--- config.mk ---
export PLATFORM = sky130hd
export DESIGN_NAME = pmon_top
export DESIGN_NICKNAME = d
export VERILOG_FILES = /design/src/rtl/pmon_pkg.sv /design/src/rtl/pmon_addr_dec.sv /design/src/rtl/pmon_cycle_ctr.sv /design/src/rtl/pmon_event_sel.sv /design/src/rtl/pmon_gen_ctr.sv /design/src/rtl/pmon_top.sv
export SDC_FILE = /design/constraint.sdc
export NUM_CORES = 2
export LEC_CHECK = 0
export BUFFER_PORTS_ARGS = -buffer_cell sky130_fd_sc_hd__buf_4
export CORE_MARGIN = 4
export CORE_UTILIZATION = 30
export DETAILED_ROUTE_END_ITERATION = 7
export SYNTH_ARGS = -nofsm -noshare
export SYNTH_HDL_FRONTEND = slang
export SYNTH_SLANG_ARGS = --single-unit
--- constraint.sdc ---
create_clock -name clk_i -period 3.5 [get_ports clk_i]
set_input_delay 0.7 -clock clk_i [delete_from_list [all_inputs] [get_ports clk_i]]
set_output_delay 0.7 -clock clk_i [all_outputs]
set_load 0.05 [all_outputs]
--- src/rtl/pmon_pkg.sv ---
package pmon_pkg;
  localparam int unsigned DATA_W    = 32;
  localparam int unsigned ADDR_W    = 6;
  localparam int unsigned SEL_W     = 7;
  localparam int unsigned SPEC_BASE = 64;
  localparam int unsigned FRZ_BIT   = 31;

  typedef logic [DATA_W-1:0] word_t;

  typedef enum logic [1:0] {
    PAGE_GLOB = 2'd0,
    PAGE_LCTL = 2'd1,
    PAGE_CNT  = 2'd2,
    PAGE_NONE = 2'd3
  } page_e;

  localparam logic [3:0] OFS_GCTL   = 4'd0;
  localparam logic [3:0] OFS_CYC_LO = 4'd1;
  localparam logic [3:0] OFS_CYC_HI = 4'd2;
endpackage

--- src/rtl/pmon_addr_dec.sv ---
module pmon_addr_dec
  import pmon_pkg::*;
#(
  parameter int unsigned NUM_GEN = 9
) (
  input  logic                    req_i,
  input  logic                    we_i,
  input  logic [ADDR_W-1:0]       addr_i,
  output page_e                   page_o,
  output logic [3:0]              ofs_o,
  output logic                    rd_o,
  output logic                    gctl_wr_o,
  output logic                    cyc_lo_wr_o,
  output logic                    cyc_hi_wr_o,
  output logic                    cyc_lo_rd_o,
  output logic [NUM_GEN-1:0]      lctl_wr_o,
  output logic [NUM_GEN-1:0]      cnt_wr_o
);
  logic wr;

  assign page_o = page_e'(addr_i[5:4]);
  assign ofs_o  = addr_i[3:0];
  assign wr     = req_i && we_i;
  assign rd_o   = req_i && !we_i;

  assign gctl_wr_o   = wr && (page_o == PAGE_GLOB) && (ofs_o == OFS_GCTL);
  assign cyc_lo_wr_o = wr && (page_o == PAGE_GLOB) && (ofs_o == OFS_CYC_LO);
  assign cyc_hi_wr_o = wr && (page_o == PAGE_GLOB) && (ofs_o == OFS_CYC_HI);
  assign cyc_lo_rd_o = rd_o && (page_o == PAGE_GLOB) && (ofs_o == OFS_CYC_LO);

  for (genvar n = 0; n < NUM_GEN; n++) begin : g_dec
    assign lctl_wr_o[n] = wr && (page_o == PAGE_LCTL) && (ofs_o == 4'(n));
    assign cnt_wr_o[n]  = wr && (page_o == PAGE_CNT)  && (ofs_o == 4'(n));
  end
endmodule

--- src/rtl/pmon_cycle_ctr.sv ---
module pmon_cycle_ctr
  import pmon_pkg::*;
(
  input  logic                clk_i,
  input  logic                rst_ni,
  input  logic                wr_lo_i,
  input  logic                wr_hi_i,
  input  logic                rd_lo_i,
  input  word_t               wdata_i,
  output logic [2*DATA_W-1:0] cnt_o,
  output word_t               shadow_o
);
  logic [2*DATA_W-1:0] cnt_q;
  word_t               shadow_q;

  always_ff @(posedge clk_i or negedge rst_ni) begin
    if (!rst_ni) begin
      cnt_q <= '0;
    end else if (wr_lo_i) begin
      cnt_q <= {cnt_q[2*DATA_W-1:DATA_W], wdata_i};
    end else if (wr_hi_i) begin
      cnt_q <= {wdata_i, cnt_q[DATA_W-1:0]};
    end else begin
      cnt_q <= cnt_q + 1'b1;
    end
  end

  // low-word read freezes the matching high word
  always_ff @(posedge clk_i or negedge rst_ni) begin
    if (!rst_ni)      shadow_q <= '0;
    else if (rd_lo_i) shadow_q <= cnt_q[2*DATA_W-1:DATA_W];
  end

  assign cnt_o    = cnt_q;
  assign shadow_o = shadow_q;
endmodule

--- src/rtl/pmon_event_sel.sv ---
module pmon_event_sel
  import pmon_pkg::*;
#(
  parameter int unsigned N_REF  = 32,
  parameter int unsigned N_SPEC = 4
) (
  input  logic [SEL_W-1:0]  sel_i,
  input  logic [N_REF-1:0]  evt_ref_i,
  input  logic [N_SPEC-1:0] evt_spec_i,
  output logic              hit_o
);
  always_comb begin
    hit_o = 1'b0;
    for (int i = 0; i < N_REF; i++) begin
      if (sel_i == SEL_W'(i)) hit_o = evt_ref_i[i];
    end
    for (int k = 0; k < N_SPEC; k++) begin
      if (sel_i == SEL_W'(SPEC_BASE + k)) hit_o = evt_spec_i[k];
    end
  end
endmodule

--- src/rtl/pmon_gen_ctr.sv ---
module pmon_gen_ctr
  import pmon_pkg::*;
#(
  parameter int unsigned N_REF  = 32,
  parameter int unsigned N_SPEC = 4
) (
  input  logic              clk_i,
  input  logic              rst_ni,
  input  logic              run_i,
  input  logic              lctl_wr_i,
  input  logic              cnt_wr_i,
  input  word_t             wdata_i,
  input  logic [N_REF-1:0]  evt_ref_i,
  input  logic [N_SPEC-1:0] evt_spec_i,
  output logic [SEL_W-1:0]  sel_o,
  output word_t             cnt_o
);
  logic [SEL_W-1:0] sel_q;
  word_t            cnt_q;
  logic             hit;

  pmon_event_sel #(.N_REF(N_REF), .N_SPEC(N_SPEC)) u_sel (
    .sel_i      (sel_q),
    .evt_ref_i  (evt_ref_i),
    .evt_spec_i (evt_spec_i),
    .hit_o      (hit)
  );

  always_ff @(posedge clk_i or negedge rst_ni) begin
    if (!rst_ni)        sel_q <= '0;
    else if (lctl_wr_i) sel_q <= wdata_i[SEL_W-1:0];
  end

  // bus write wins over a same-cycle event
  always_ff @(posedge clk_i or negedge rst_ni) begin
    if (!rst_ni)            cnt_q <= '0;
    else if (cnt_wr_i)      cnt_q <= wdata_i;
    else if (run_i && hit)  cnt_q <= cnt_q + 1'b1;
  end

  assign sel_o = sel_q;
  assign cnt_o = cnt_q;
endmodule

--- src/rtl/pmon_top.sv ---
module pmon_top
  import pmon_pkg::*;
#(
  parameter int unsigned NUM_GEN = 9,
  parameter int unsigned N_REF   = 32,
  parameter int unsigned N_SPEC  = 4
) (
  input  logic                      clk_i,
  input  logic                      rst_ni,
  input  logic                      req_i,
  input  logic                      we_i,
  input  logic [ADDR_W-1:0]         addr_i,
  input  logic [DATA_W-1:0]         wdata_i,
  output logic [DATA_W-1:0]         rdata_o,
  output logic                      rvalid_o,
  input  logic [N_REF-1:0]          evt_ref_i,
  input  logic [NUM_GEN*N_SPEC-1:0] evt_spec_i
);
  page_e                           page;
  logic [3:0]                      ofs;
  logic                            rd, gctl_wr, cyc_lo_wr, cyc_hi_wr, cyc_lo_rd;
  logic [NUM_GEN-1:0]              lctl_wr, cnt_wr;
  logic [2*DATA_W-1:0]             cyc_cnt;
  word_t                           cyc_shadow;
  logic                            freeze_q;
  logic [NUM_GEN-1:0][DATA_W-1:0]  gen_cnt;
  logic [NUM_GEN-1:0][SEL_W-1:0]   sel_vec;
  word_t                           rd_mux, rdata_q;
  logic                            rvalid_q;

  pmon_addr_dec #(.NUM_GEN(NUM_GEN)) u_dec (
    .req_i       (req_i),
    .we_i        (we_i),
    .addr_i      (addr_i),
    .page_o      (page),
    .ofs_o       (ofs),
    .rd_o        (rd),
    .gctl_wr_o   (gctl_wr),
    .cyc_lo_wr_o (cyc_lo_wr),
    .cyc_hi_wr_o (cyc_hi_wr),
    .cyc_lo_rd_o (cyc_lo_rd),
    .lctl_wr_o   (lctl_wr),
    .cnt_wr_o    (cnt_wr)
  );

  pmon_cycle_ctr u_cyc (
    .clk_i    (clk_i),
    .rst_ni   (rst_ni),
    .wr_lo_i  (cyc_lo_wr),
    .wr_hi_i  (cyc_hi_wr),
    .rd_lo_i  (cyc_lo_rd),
    .wdata_i  (wdata_i),
    .cnt_o    (cyc_cnt),
    .shadow_o (cyc_shadow)
  );

  always_ff @(posedge clk_i or negedge rst_ni) begin
    if (!rst_ni)      freeze_q <= 1'b1;
    else if (gctl_wr) freeze_q <= wdata_i[FRZ_BIT];
  end

  for (genvar n = 0; n < NUM_GEN; n++) begin : g_ctr
    pmon_gen_ctr #(.N_REF(N_REF), .N_SPEC(N_SPEC)) u_ctr (
      .clk_i      (clk_i),
      .rst_ni     (rst_ni),
      .run_i      (!freeze_q),
      .lctl_wr_i  (lctl_wr[n]),
      .cnt_wr_i   (cnt_wr[n]),
      .wdata_i    (wdata_i),
      .evt_ref_i  (evt_ref_i),
      .evt_spec_i (evt_spec_i[n*N_SPEC +: N_SPEC]),
      .sel_o      (sel_vec[n]),
      .cnt_o      (gen_cnt[n])
    );
  end

  always_comb begin
    rd_mux = '0;
    case (page)
      PAGE_GLOB: begin
        case (ofs)
          OFS_GCTL:   rd_mux[FRZ_BIT] = freeze_q;
          OFS_CYC_LO: rd_mux = cyc_cnt[DATA_W-1:0];
          OFS_CYC_HI: rd_mux = cyc_shadow;
          default:    rd_mux = '0;
        endcase
      end
      PAGE_LCTL: begin
        for (int n = 0; n < NUM_GEN; n++) begin
          if (ofs == 4'(n)) rd_mux[SEL_W-1:0] = sel_vec[n];
        end
      end
      PAGE_CNT: begin
        for (int n = 0; n < NUM_GEN; n++) begin
          if (ofs == 4'(n)) rd_mux = gen_cnt[n];
        end
      end
      default: rd_mux = '0;
    endcase
  end

  always_ff @(posedge clk_i or negedge rst_ni) begin
    if (!rst_ni) begin
      rdata_q  <= '0;
      rvalid_q <= 1'b0;
    end else begin
      rvalid_q <= rd;
      if (rd) rdata_q <= rd_mux;
    end
  end

  assign rdata_o  = rdata_q;
  assign rvalid_o = rvalid_q;
endmodule

# Word-level counts from Yosys, hierarchy flattened
# Cells that the tools add are included.
classes:
  addsub: 10
  eq_ne: 326
  muxes: 366
  reduce_logical: 59
ops:
  columns: ["op", "count"]
  rows:
  - ["$eq A7 B5 Y1 const B", 144]
  - ["$mux W32", 28]
  - ["$eq A7 B4 Y1 const B", 72]
  - ["$mux W1", 324]
  - ["$add A32 B1 Y32 const B", 9]
  - ["$eq A7 B3 Y1 const B", 36]
  - ["$eq A7 B7 Y1 const B", 36]
  - ["$eq A7 B2 Y1 const B", 18]
  - ["$add A64 B1 Y64 const B", 1]
  - ["$mux W64", 1]
  - ["$eq A7 B1 Y1 const B", 9]
  - ["$logic_not A7 Y1", 9]
  - ["$mux W7", 9]
  - ["$pmux W31 S2", 1]
  - ["$pmux W25 S2", 1]
  - ["$logic_and A1 B1 Y1", 37]
  - ["$pmux W7 S3", 1]
  - ["$reduce_bool A2 Y1", 9]
  - ["$eq A4 B3 Y1 const B", 4]
  - ["$eq A4 B2 Y1 const B", 2]
  - ["$eq A4 B1 Y1 const B", 1]
  - ["$eq A4 B4 Y1 const B", 1]
  - ["$logic_not A4 Y1", 1]
  - ["$pmux W1 S3", 1]
  - ["other kinds (5)", 6]
totals:
  reg_bits: 481
  input_bits: 110
  elab_cells: 785

# Logic depth before layout (Yosys ltp)
depth:
  word_depth: 40
  mapped_depth: 12

# By module
# From an unflattened synthesis, not the netlist that was laid out.
unflattened:
  cells_unflattened: 3946
  hier_area_um2: 34379.2
by_module_without_submodules:
  columns: ["module", "instances", "cells_each", "area_per_inst_um2"]
  rows:
  - ["pmon_gen_ctr", 9, 239, 2175.8]
  - ["pmon_cycle_ctr", 1, 588, 5440.2]
  - ["pmon_top", 1, 635, 5092.4]
  - ["pmon_event_sel", 9, 59, 444.2]
  - ["pmon_addr_dec", 1, 41, 266.5]

# Worst setup path before layout
# Ideal clock, no wire load.
synth_timing:
  kind: "in2reg"
  from: "input evt_ref_i[0]"
  to: "register g_ctr[1].u_ctr.cnt_q[17]"
  arrival_ns: 2.943
  required_time_ns: 3.369
  slack_ns: 0.426
  cell_stages: 10
  path_cell_list: "clkbuf_2 mux4_2 and2_1 a211oi_1 a31oi_1 a311oi_4 o31a_2 buf_4 nor4b_1 or3_1"
synth_via:
  elab_chain_len: 38
synth_lines:
  columns: ["item", "line", "text"]
  rows:
  - ["from (decl)", "pmon_top.sv:16", "input logic [N_REF-1:0] evt_ref_i,"]
  - ["$mux W1 (32 in series)", "pmon_event_sel.sv:15", "if (sel_i == SEL_W'(i)) hit_o = evt_ref_i[i];"]
  - ["$mux W1 (4 in series)", "pmon_event_sel.sv:18", "if (sel_i == SEL_W'(SPEC_BASE + k)) hit_o = evt_spec_i[k];"]
  - ["$logic_and A1 B1 Y1", "pmon_gen_ctr.sv:38", "else if (run_i && hit) cnt_q <= cnt_q + 1'b1;"]
  - ["$reduce_bool A2 Y1 (no source line)", null, null]
  - ["to (signal assigned)", "pmon_gen_ctr.sv:37", "else if (cnt_wr_i) cnt_q <= wdata_i;"]
  - ["to (signal assigned)", "pmon_gen_ctr.sv:38", null]
  - ["to (decl)", "pmon_gen_ctr.sv:19", "word_t cnt_q;"]
# Every way passes these cells.
# A chain may end at the register's enable or synchronous reset.

# Worst setup path in the final report
layout_timing:
  from: "register g_ctr[2].u_ctr.sel_q[1]"
  to: "register g_ctr[2].u_ctr.cnt_q[25]"
layout_via:
  elab_chain_len: 39
layout_lines:
  columns: ["item", "line", "text"]
  rows:
  - ["from (decl)", "pmon_gen_ctr.sv:18", "logic [SEL_W-1:0] sel_q;"]
  - ["from (signal assigned)", "pmon_gen_ctr.sv:31", "else if (lctl_wr_i) sel_q <= wdata_i[SEL_W-1:0];"]
  - ["$logic_not A7 Y1", "pmon_event_sel.sv:15", null]
  - ["$mux W1 (32 in series)", "pmon_event_sel.sv:15", null]
  - ["$mux W1 (3 in series)", "pmon_event_sel.sv:18", null]
  - ["$mux W1 (*)", "pmon_event_sel.sv:18", null]
  - ["$logic_and A1 B1 Y1 (*)", "pmon_gen_ctr.sv:38", null]
  - ["$reduce_bool A2 Y1 (no source line) (*)", null, null]
  - ["to (signal assigned)", "pmon_gen_ctr.sv:37", null]
  - ["to (signal assigned)", "pmon_gen_ctr.sv:38", null]
  - ["to (decl)", "pmon_gen_ctr.sv:19", null]
# Every way passes the cells marked *; elsewhere a longest branch is shown, timed or not.

==> results by group <==
Global routing
  – Aggregate global routing overflow: 0
  – Vias in the first global route: 32229
  – Initial antenna violation count: 3
  – Largest net degree at the start of global routing: 109
  – First-pass GRT wire length: 221000 µm
  – Overall Global Routing Usage: 0.240

Clocking
  – Setup Buffers After CTS: 0
  – Root buffer cell: clkbuf_16
  – Clk_lat worst skew: 0.70 ns
  – H-tree levels: 2
  – Clock Sinks: 481
  – CTS buffer count: 58
  – CTS clk-pin slew, worst paths: 0.07 ns
  – Clk buf depth: 3
  – CTS tree: yes

Yosys
  – Area share of the largest cell type after synthesis: 0.348
  – Cell Area, Synth: 34500 µm²
  – Seq cells post-synth: 481
  – Most common cell in the synthesized netlist: dfrtp_1
  – Cells after Synth: 4142
  – Distinct cell type count after synthesis: 104
  – Synth warn: 0
  – Synth area leaders: dfrtp_1, nand2_1, a21oi_1
  – Leading area contributor after synthesis: dfrtp_1
  – Syn Area/Cell: 8.33 µm²
  – Top cells by instance count after synthesis: dfrtp_1, nand2_1, nor2_1, a21oi_1, o21ai_0
  – Top_reg_cell synth: dfrtp_1
  – EDFF count, synth: 0
  – Syn_nets: 4262
  – Post-synthesis sequential area ratio: 0.349
  – Synth async-reset ratio: 1.00

Timing
  – Peak Freq: 294 MHz
  – Worst slew pin tran: 0.925 ns
  – Fin crit share: 0.973
  – Setup TNS: 0 ns
  – Final slew viol count: 0
  – Setup violators final: 0
  – Final Hold Vio Count: 0
  – RSZ-0062 raised after global routing: false
  – Slew HR: 0.384
  – Post-layout min period: 3.40 ns
  – Skew final: 0.0847 ns

Setup path
  – Slowest stage delay, CP: 0.65 ns
  – CP Launch Type: register
  – Worst-path cell chain: buf_12, a21oi_1, and4bb_1, a311oi_1, a311oi_4, buf_4, nand3_2, a21oi_1, mux2_2, nand2_1
  – Slowest CP cell: dfrtp_1
  – Worst EP required: 4.10 ns
  – CP Data Arrival Time: 4.00 ns
  – Critical path peak fanout: 16
  – Critical path class: reg -> reg
  – Crit-path most repeated cell: a21oi_1
  – Type of destination of the critical path: register

Floorplanning
  – Row Count: 124
  – Starting Density: 0.302
  – CORE AREA: 114000 µm²
  – Die W: 347 µm
  – Boundary Pins: 143
  – Die ar.: 120000 µm²
  – Die Ht: 347 µm

Route
  – Drt first pass iters: 8
  – Wirelength, routed: 151000 µm
  – Via Count: 35155
  – Initial DRC count: 4582
  – Drt drc: 0
  – DR WL/cell: 26.1 µm
  – Vias per inst: 6.09
  – Antenna-violating nets left: 0

Final layout
  – Nets@finish: 4339
  – Final Core Density: 0.353
  – Fraction of layout cells with a size suffix above 1: 0.168
  – Area delta synth->final: 16.9%

Status
  – Outcome: finished, final reports clean

Power and ir drop
  – Leakage Power: 15.7 nW
  – Power Density: 473 nW/µm²
  – Worst vdd ir: 0.000511 V

Placed design
  – Post-DP HPWL: 105000 µm
  – Port Buf Inserts: 142
  – GPL Wtd Cong: 0.965

Hold path
  – Worst Hold Class: in -> reg

Job
  – MaxCap Viol Count: 0
## worst paths after layout
kind	startpoint	endpoint	slack (ns)	cells after the start
min in group asynchronous	rst_ni	g_ctr[1].u_ctr.sel_o[2]$_DFFE_PN0P_	0.60	2
setup / recovery	g_ctr[2].u_ctr.sel_o[1]$_DFFE_PN0P_	g_ctr[2].u_ctr.cnt_o[25]$_DFFE_PN0P_	0.1	10
max in group asynchronous	rst_ni	g_ctr[8].u_ctr.cnt_o[21]$_DFFE_PN0P_	1.92	3
hold / removal	wdata_i[10]	g_ctr[6].u_ctr.cnt_o[10]$_DFFE_PN0P_	0.44	3
setup reg to reg	g_ctr[2].u_ctr.sel_o[1]$_DFFE_PN0P_	g_ctr[2].u_ctr.cnt_o[25]$_DFFE_PN0P_	0.1	10
hold reg to reg	rdata_o[22]$_DFFE_PN0P_	rdata_o[22]$_DFFE_PN0P_	0.48	2
## state kept, by name (all words and copies together) (netlist names)
register           flops
g_ctr.u_ctr.cnt_o    288
g_ctr.u_ctr.sel_o     63
freeze_q               1
rvalid_o               1
u_cyc.shadow_o        32
rdata_o               32
u_cyc.cnt_o           64
## worst max-delay path: cells and delay by family (launching register included)
kind / cells / cell delay, ns
muxes: 1 / 0.41
and+or+nand+nor: 3 / 0.59
AOI/OAI and AO/OA: 4 / 1.27
buffers and inverters: 2 / 0.44
DFF: 1 / 0.65
## power by group
part | internal, mW | switching (mW) | leakage [nW]
Combinational | 1.86 | 2.84 | 8.80
Clock | 3.94 | 2.68 | 1.01
Sequential | 6.36 | 1.38 | 5.88
## metal layers
metal / vias to the layer above / global-route usage / routed length [µm]
met2: 2006 / 0.350 / 63100
met3: 340 / 0.0553 / 16200
li1: 15551 / - / -
met1: 17258 / 0.341 / 64000
met4: 0 / 0.100 / 7320
met5: - / 0 / 0
## logic make-up (layout without fill, tap and decap cells)
group           count (synthesis)  after routing  share of synthesized area
xor+xnor                      171            171                     0.0434
buf+inv                       483            604                     0.0581
other cells                     0              2                          0
simple gates                 1546           1546                      0.225
mux                           217            217                     0.0800
fa+ha+maj                      10             10                    0.00363
compound gates               1234           1234                      0.241
flops                         481            481                      0.349
## metrics by stage
| step | cell area (µm²) | total power [mW] | hold slack [ns] | setup WS (ns) | instances |
|---|---|---|---|---|---|
| 6_report | 40300 | 19.1 | 0.442 | 0.0960 | 5777 |
| 3_3_place_gp | 38200 | 12.3 | 0.465 | -0.0612 | 5670 |
| 2_1_floorplan | 34500 | 10.2 | 0.404 | 0.426 | 4142 |
| 5_1_grt | 40300 | 19.8 | 0.442 | 0.0250 | 5775 |
| 3_5_place_dp | 38200 | 12.3 | 0.472 | -0.0387 | 5670 |
| 4_1_cts | 40300 | 18.9 | 0.407 | 0.117 | 5775 |
## placed cells by master (no fill, tap or decap), types with 22 or more instances in the layout
cell / n
nor4_1: 31
inv_1: 107
nand3b_1: 25
mux2i_1: 90
xor2_1: 30
mux4_2: 38
and2_1: 48
a22oi_1: 44
xnor2_1: 141
nand2b_1: 31
nor2b_1: 26
dfrtp_1: 478
nand3_1: 177
clkbuf_16: 58
nor3b_1: 28
nor3_1: 63
o22ai_1: 49
and3_1: 83
a222oi_1: 27
or3_1: 33
buf_12: 29
mux2_2: 89
buf_4: 360
nand2_1: 420
o21ai_0: 288
nand4_1: 87
nor2_1: 364
o2111ai_1: 32
a211oi_1: 49
a221oi_1: 43
a2111oi_0: 49
a31oi_1: 91
and4_1: 27
a21oi_1: 304
o211ai_1: 32
a31o_2: 22
## area by class of cell
| class | count | area, µm² |
|---|---|---|
| Inverter | 109 | 413 |
| Tap cell | 1512 | 1890 |
| Antenna cell | 2 | 5.00 |
| Clock buffer | 85 | 1690 |
| Clock inverter | 19 | 377 |
| Fill cell | 11775 | 73900 |
| Timing Repair Buffer | 391 | 3310 |
| Multi-Input combinational cell | 3178 | 20600 |
| Sequential cell | 481 | 12000 |
## timing repair
| action | CTS | global route |
|---|---|---|
| hold buffers | 1 | 0 |
| hold endpoints to repair | 28 | 0 |
| resized for setup | 0 | 4 |
| endpoints found under the setup margin | 0 | 7 |
(Power assumes the default switching activity.)
